`src/rtl/seq_core.sv`:
```
module seq_core #(
  parameter logic [31:0] RST_PC = 32'h0,
  parameter int          CNT_W  = 32
) (
  input  logic             clk,
  input  logic             rst_n,
  output logic [31:0]      imem_addr,
  input  logic [31:0]      imem_rdata,
  output logic [31:0]      dmem_addr,
  output logic             dmem_we,
  output logic [31:0]      dmem_wdata,
  input  logic [31:0]      dmem_rdata,
  output logic [CNT_W-1:0] retired_cnt,
  output logic [CNT_W-1:0] cycle_cnt
);

  typedef enum logic [2:0] {S_IF, S_ID, S_EX, S_MEM, S_WB} step_t;

  step_t       step;
  logic [31:0] pc, npc, ir, a, b, imm, alu_out, lmd;
  logic [31:0] rf [32];

  wire [5:0]  opc    = ir[31:26];
  wire [4:0]  src1   = ir[25:21];
  wire [4:0]  src2   = ir[20:16];
  wire [4:0]  dst_rr = ir[15:11];
  wire [31:0] sext   = {{16{ir[15]}}, ir[15:0]};

  wire is_rr  = opc[5:3] == 3'b000;
  wire is_ri  = opc[5:3] == 3'b001;
  wire is_ld  = opc == 6'h20;
  wire is_st  = opc == 6'h28;
  wire is_beq = opc == 6'h30;
  wire is_bne = opc == 6'h31;
  wire is_long = is_rr | is_ri | is_ld | is_st;

  wire [31:0] rv1 = (src1 == 5'd0) ? 32'h0 : rf[src1];
  wire [31:0] rv2 = (src2 == 5'd0) ? 32'h0 : rf[src2];
  wire        cond = (is_beq & (rv1 == rv2)) | (is_bne & (rv1 != rv2));
  wire [31:0] target = npc + sext;

  wire [4:0]  wb_idx = is_rr ? dst_rr : src2;

  function automatic logic [31:0] alu_f(input logic [2:0] f, input logic [31:0] x, input logic [31:0] y);
    case (f)
      3'd0:    alu_f = x + y;
      3'd1:    alu_f = x - y;
      3'd2:    alu_f = x & y;
      3'd3:    alu_f = x | y;
      3'd4:    alu_f = x ^ y;
      3'd5:    alu_f = {31'h0, $signed(x) < $signed(y)};
      default: alu_f = y;
    endcase
  endfunction

  assign imem_addr  = pc;
  assign dmem_addr  = alu_out;
  assign dmem_wdata = b;
  assign dmem_we    = (step == S_MEM) && is_st;

  always_ff @(posedge clk or negedge rst_n) begin
    if (!rst_n) begin
      step        <= S_IF;
      pc          <= RST_PC;
      npc         <= RST_PC;
      ir          <= 32'h0;
      a           <= 32'h0;
      b           <= 32'h0;
      imm         <= 32'h0;
      alu_out     <= 32'h0;
      lmd         <= 32'h0;
      retired_cnt <= '0;
      cycle_cnt   <= '0;
    end else begin
      cycle_cnt <= cycle_cnt + 1'b1;
      case (step)
        S_IF: begin
          ir   <= imem_rdata;
          npc  <= pc + 32'd4;
          step <= S_ID;
        end
        S_ID: begin
          a       <= rv1;
          b       <= rv2;
          imm     <= sext;
          alu_out <= target;
          pc      <= cond ? target : npc;
          if (is_long) begin
            step <= S_EX;
          end else begin
            step        <= S_IF;
            retired_cnt <= retired_cnt + 1'b1;
          end
        end
        S_EX: begin
          if (is_ld || is_st) alu_out <= a + imm;
          else                alu_out <= alu_f(opc[2:0], a, is_rr ? b : imm);
          step <= S_MEM;
        end
        S_MEM: begin
          if (is_ld) lmd <= dmem_rdata;
          if (is_st) begin
            step        <= S_IF;
            retired_cnt <= retired_cnt + 1'b1;
          end else begin
            step <= S_WB;
          end
        end
        S_WB: begin
          step        <= S_IF;
          retired_cnt <= retired_cnt + 1'b1;
        end
        default: step <= S_IF;
      endcase
    end
  end

  always_ff @(posedge clk) begin
    if (step == S_WB && wb_idx != 5'd0)
      rf[wb_idx] <= is_ld ? lmd : alu_out;
  end

endmodule

```
`config.mk`:
```
export PLATFORM = sky130hd
export DESIGN_NAME = seq_core
export DESIGN_NICKNAME = d
export VERILOG_FILES = /design/src/rtl/seq_core.sv
export SDC_FILE = /design/constraint.sdc
export NUM_CORES = 2
export LEC_CHECK = 0
export ABC_CLOCK_PERIOD_IN_PS = 6680
export BUFFER_PORTS_ARGS = -buffer_cell sky130_fd_sc_hd__buf_2
export CAP_MARGIN = 20
export CORE_MARGIN = 2
export CORE_UTILIZATION = 50
export DETAILED_ROUTE_END_ITERATION = 7
export PLACE_DENSITY_LB_ADDON = 0.2
export SLEW_MARGIN = 20
export SYNTH_ARGS = -nofsm -noshare
export SYNTH_HDL_FRONTEND = slang
export SYNTH_SLANG_ARGS = --single-unit
```
`constraint.sdc`:
```
create_clock -name clk -period 6.68 [get_ports clk]
set_clock_uncertainty 0.2 [all_clocks]
set_input_delay 1.336 -clock clk [delete_from_list [all_inputs] [get_ports clk]]
set_output_delay 1.336 -clock clk [all_outputs]
set_load 0.05 [all_outputs]
```
### Word-level counts from Yosys, hierarchy flattened

Memories as Yosys holds them, arrays and structs flattened.
Cells that the tools add are included.

* $add $sub $neg: 7
* magnitude comparators: 1
* eq/ne operators: 18
* muxes and demuxes: 17
* bitwise logic cells: 9
* reduce and logical (&&, ||, !) cells: 13

Operators with widths (count)
* $mux W32: 8
* $pmux W32 S6: 1
* $add A32 B32 Y32: 3
* $pmux W32 S3: 1
* $add A32 B1 Y32 const B: 2
* $pmux W32 S2: 1
* $add A32 B3 Y32 const B: 1
* $and A32 B32 Y32: 1
* $eq A32 B32 Y1: 1
* $lt A32 B32 Y1: 1
* $ne A32 B32 Y1: 1
* $or A32 B32 Y32: 1
* $sub A32 B32 Y32: 1
* $xor A32 B32 Y32: 1
* $eq A6 B6 Y1 const B: 4
* $eq A3 B2 Y1 const B: 4
* $pmux W3 S4: 1
* $logic_not A5 Y1: 2
* $eq A3 B1 Y1 const B: 3
* $eq A3 B3 Y1 const B: 3
* $logic_not A3 Y1: 3
* $mux W5: 1
* $reduce_bool A5 Y1: 1
* $ne A2 B2 Y1 const B: 2
* 11 further kinds: 17

* register bits after elaboration: 307
* memory bits (writable): 1024
* input port bits: 66
* output and inout port bits: 161
* logic and storage cells: 77
* memories: 1

Memory list
* rf: depth 32, bits a word 32, read ports 2, clocked after memory_dff 0, write ports 1, line 21 `logic [31:0] rf [32];`

### Longest topological paths before layout

* depth in word-level cells: 6
* gate-level depth with buffers: 22
* depth with buffers taken out: 18

### Least setup slack after synthesis

OpenSTA, ideal clock, no wires.

* path type: flip-flop to flip-flop
* start: register ir[29]
* end: register alu_out[31] (netlist: dmem_addr[31])
* setup time: 134 ps
* arrival time: 4467 ps
* data required time: 6346 ps
* setup slack: 1879 ps
* cell stages (with the launch flop): 22
* buffers on the path: 4
* clock period less this slack: 4801 ps
* cell sequence: dfrtp_1 clkbuf_1 nor3_1 clkbuf_1 buf_1 nand2_1 nand2_1 inv_1 ha_1 clkbuf_1 nand2_1 nor3_1 o2111ai_1 o21ai_0 o31ai_1 o31a_1 o31ai_1 and3_1 o22ai_1 xnor2_1 a221oi_1 a21boi_0

* cells in the longest elaborated chain, start to end: 6
* elaborated cells on any way between the ends: 13
* classes of those cells: add/sub (2); eq/ne (2); mux (4); bitwise (3); reduce/logical (2)

RTL lines
* start, declared: line 20 `logic [31:0] pc, npc, ir, a, b, imm, alu_out, lmd;`
* start signal, assigned: line 78 `ir <= imem_rdata;`
* $logic_not A3 Y1: line 29 `wire is_rr = opc[5:3] == 3'b000;`
* $mux W32: line 97 `else alu_out <= alu_f(opc[2:0], a, is_rr ? b : imm);`
* $sub A32 B32 Y32 (tied with other cells): line 47 `3'd1: alu_f = x - y;`
* $pmux W32 S6: line 45 `case (f)`
* $mux W32 (*): line 96 `if (is_ld || is_st) alu_out <= a + imm;`
* $pmux W32 S2 (*): line 76 `case (step)`
* end signal, assigned: line 86 `alu_out <= target;`
* end signal, assigned: line 96
* end signal, assigned: line 97
* end, declared: line 20

Mark *: on every way between the ends. The rest lies on a longest branch, timed or not.
A chain may end at the register's enable or synchronous reset.

### Worst setup path after layout

* start: register ir[29]
* end: register alu_out[0] (netlist: dmem_addr[0])

* cells in the longest elaborated chain, start to end: 6
* elaborated cells on any way between the ends: 14
* classes of those cells: add/sub (2); order compare (1); eq/ne (2); mux (4); bitwise (3); reduce/logical (2)

RTL lines (line)
* $logic_not A3 Y1: 29
* $mux W32: 97
* $sub A32 B32 Y32 (tied with other cells): 47
* $pmux W32 S6: 45
* $mux W32 (*): 96
* $pmux W32 S2 (*): 76

Marks and branches as above.

==> results.ini <==
[critical_path]
cp_max_fo=10
cp.arrival_ns=6.38
required_ns=7.17
path_class=register to register
cp-end-kind=register
start_kind=register

[sta]
finalCriticalPeriod_ns=5.884
whs_ns=0.2659
slew_viol_final=0
finalCritPeriodShare_pct=88.08
fmax_mhz=170.0
slew_headroom_pct=20.38
final-setup-viol-count=0
tightestPinTransition_ns=1.191
setup_tns_ns=0
rsz0062_at_grt=no
hold_viol_final=0

[logic_synthesis]
yosys_warnings=0
synth_seq_cells=1331
syn_inst=4772
synth.distinct_cells=80
synthFlopType=edfxtp_1
synth_edf_count=1024
synthArstFlopShare_pct=23.07
synth-seq-area-share_pct=56.03
post_synth.cell_area_avg_um2=14.37
netlist_area_mm2=0.06859

[power]
ir_worst_vdd_v=0.0003712
p_per_area_mw_per_mm2=570.6
p_leak_nw=28.30

[cts]
cts_buffer_depth=3
numCtsBuffers=146
cts_hold_buf=0
htreeDepth=4
cts-root-buf=clkbuf_16
clk_pin_slew_ns=0.06
cts_tree=done
cts.repair.resized=0
postCtsSetupBuffers=0
clock_latency_ns=0.81
cts.sinks=1331

[floorplanning]
io-pin-count=227
dieArea_mm2=0.1402
die_x_um=374.4
coreArea_mm2=0.1358
die_h_um=374.4
rows=135
start_util_pct=50.51

[cells_and_area]
final_cell_mix=edfxtp_1 (1024), mux4_2 (489), nand2_1 (392)
layout_commonest_cell=edfxtp_1
fin_util_pct=56.84
drive_gt1_share_pct=25.05
fillers=10657
seq_area_mm2=0.03846
multiInputGateArea_mm2=0.02854
nNetsFinal=5254
syn_to_final_growth_pct=12.54

[detailed_routing]
routed_wirelength_um=223400
first_pass_iters=6
routed_via_density=6.693
drt_iter0_drc=5958
antenna_left=0
wl_per_cell_um=32.26
dr_total_vias=46349
drc=0

[global_route]
grt_pass1_vias=45093
grt_pass1_wl_um=320200
grt_antenna_before_repair=8
grt_overflow=0
grt_start_max_net_pins=165
grtUsageTotal_pct=31.68

[flow_run]
cap_violations=0

[place]
dp_hpwl_um=150600
io_buffers=226
gp_congestion=0.9604

[min_path]
hold_class=register to register

[status]
status=finished, final reports clean

==> cell families (layout without fill, tap and decap cells) <==
kind of cell / count (synthesis) / count (layout) / share of synthesized area [%]
xor gates and xnor gates: 199 / 199 / 2.541
and+or+nand+nor: 972 / 972 / 6.395
other: 1 / 39 / 0.005467
buffers and inverters: 430 / 764 / 3.046
adders and majority gates: 172 / 172 / 3.181
AOI/OAI and AO/OA: 926 / 926 / 8.845
muxes: 741 / 741 / 19.96
DFF: 1331 / 1331 / 56.03
==> through the flow <==
step | cells | worst slack (ns) | instance area [um2] | total power, mW
floorplan | 4803 | 1.879 | 68710 | 27.62
global placement | 6646 | 1.020 | 72270 | 35.41
detailed placement | 6649 | 0.9940 | 72350 | 35.57
CTS | 6918 | 0.9553 | 77180 | 43.75
global route | 6919 | 0.5702 | 77180 | 45.93
finish | 6925 | 0.7964 | 77200 | 44.05
==> synth_stat cells, types with 8 or more instances <==
| cell type | instances | area (um2) |
|---|---|---|
| edfxtp_1 | 1024 | 30750 |
| mux4_2 | 489 | 11010 |
| nand2_1 | 392 | 1471 |
| dfrtp_1 | 307 | 7682 |
| nor2_1 | 231 | 867.1 |
| a21oi_1 | 199 | 996.0 |
| o21ai_0 | 190 | 950.9 |
| ha_1 | 168 | 2102 |
| a22oi_1 | 156 | 1171 |
| clkbuf_1 | 153 | 574.3 |
| nand3_1 | 137 | 685.7 |
| mux2i_1 | 131 | 1311 |
| mux2_2 | 120 | 1351 |
| inv_1 | 113 | 424.2 |
| xnor2_1 | 105 | 919.6 |
| xor2_1 | 94 | 823.3 |
| a211oi_1 | 67 | 503.0 |
| buf_2 | 56 | 280.3 |
| buf_4 | 56 | 420.4 |
| a21o_1 | 51 | 382.9 |
| o22ai_1 | 50 | 312.8 |
| o211ai_1 | 48 | 360.4 |
| nor3_1 | 38 | 190.2 |
| and3_1 | 29 | 181.4 |
| buf_1 | 26 | 97.59 |
| buf_6 | 26 | 292.8 |
| nor2b_1 | 26 | 162.7 |
| o21bai_1 | 26 | 195.2 |
| a31oi_1 | 23 | 143.9 |
| a221o_1 | 21 | 210.2 |
| nand2b_1 | 21 | 131.4 |
| nor4_1 | 17 | 106.4 |
| nand4_1 | 15 | 93.84 |
| or3_1 | 15 | 93.84 |
| a221oi_1 | 11 | 96.34 |
| and2_1 | 11 | 68.82 |
| nand3b_1 | 9 | 67.56 |
| o2bb2ai_1 | 9 | 78.83 |
| and4_1 | 8 | 70.07 |
| o221ai_1 | 8 | 70.07 |
| o31ai_1 | 8 | 60.06 |
==> power breakdown <==
group	leakage (nW)	internal, mW	switching [mW]
clock	2.37	4.68	3.48
combinational	12.8	8.38	14.8
sequential	13.1	10.9	1.83
total	28.3	23.9	20.1
==> registers in the layout, indices dropped and copies added (netlist names) <==
name,flops
a,32
cycle_cnt,32
dmem_addr,32
dmem_wdata,32
imem_addr,32
imm,16
ir,32
lmd,32
npc,32
retired_cnt,32
rf,1024
step,3
==> final timing paths <==
path,from,to,slack (ns),cells after the start
min in group asynchronous,rst_n,cycle_cnt[13]$_DFF_PN0_,0.32,1
worst max-delay path,ir[29]$_DFFE_PN0P_,dmem_addr[0]$_DFFE_PN0P_,0.80,18
worst max register to register,ir[29]$_DFFE_PN0P_,dmem_addr[0]$_DFFE_PN0P_,0.80,18
max in group asynchronous,rst_n,retired_cnt[15]$_DFFE_PN0P_,4.65,2
worst min register to register,retired_cnt[31]$_DFFE_PN0P_,retired_cnt[31]$_DFFE_PN0P_,0.27,1
worst min-delay path,retired_cnt[31]$_DFFE_PN0P_,retired_cnt[31]$_DFFE_PN0P_,0.27,1
==> per-layer routing <==
layer / routed length, um / track usage, % / up-vias
met5: 12 / 0 / -
met1: 85070 / 42.11 / 23998
met3: 20880 / 6.583 / 492
met4: 10900 / 14.49 / 2
met2: 106600 / 50.35 / 2568
li1: - / - / 19289
==> cell type report <==
| class | instances | area share, % |
|---|---|---|
| Antenna cell | 7 | 0.02269 |
| Timing Repair Buffer | 382 | 3.485 |
| Clock inverter | 82 | 1.099 |
| Inverter | 113 | 0.5494 |
| Multi-Input combinational cell | 3042 | 36.97 |
| Clock buffer | 187 | 5.161 |
| Sequential cell | 1331 | 49.82 |
| Tap cell | 1781 | 2.887 |
==> worst max-delay path, stage by stage, from the launching register on <==
cell and delay, ns:
dfrtp_1 0.57, or3_1 0.46, buf_4 0.31, nand2_1 0.07
nand2_1 0.16, inv_1 0.09, ha_1 0.43, nor2_1 0.12
o311a_1 0.34, o221ai_1 0.28, a21oi_1 0.19, a221oi_1 0.58
o211a_1 0.31, a21oi_1 0.19, a211oi_1 0.48, o21ai_0 0.14
a2111oi_0 0.53, a2111oi_0 0.16, o21ai_0 0.19
No activity file was read; power rests on OpenSTA's default activity.
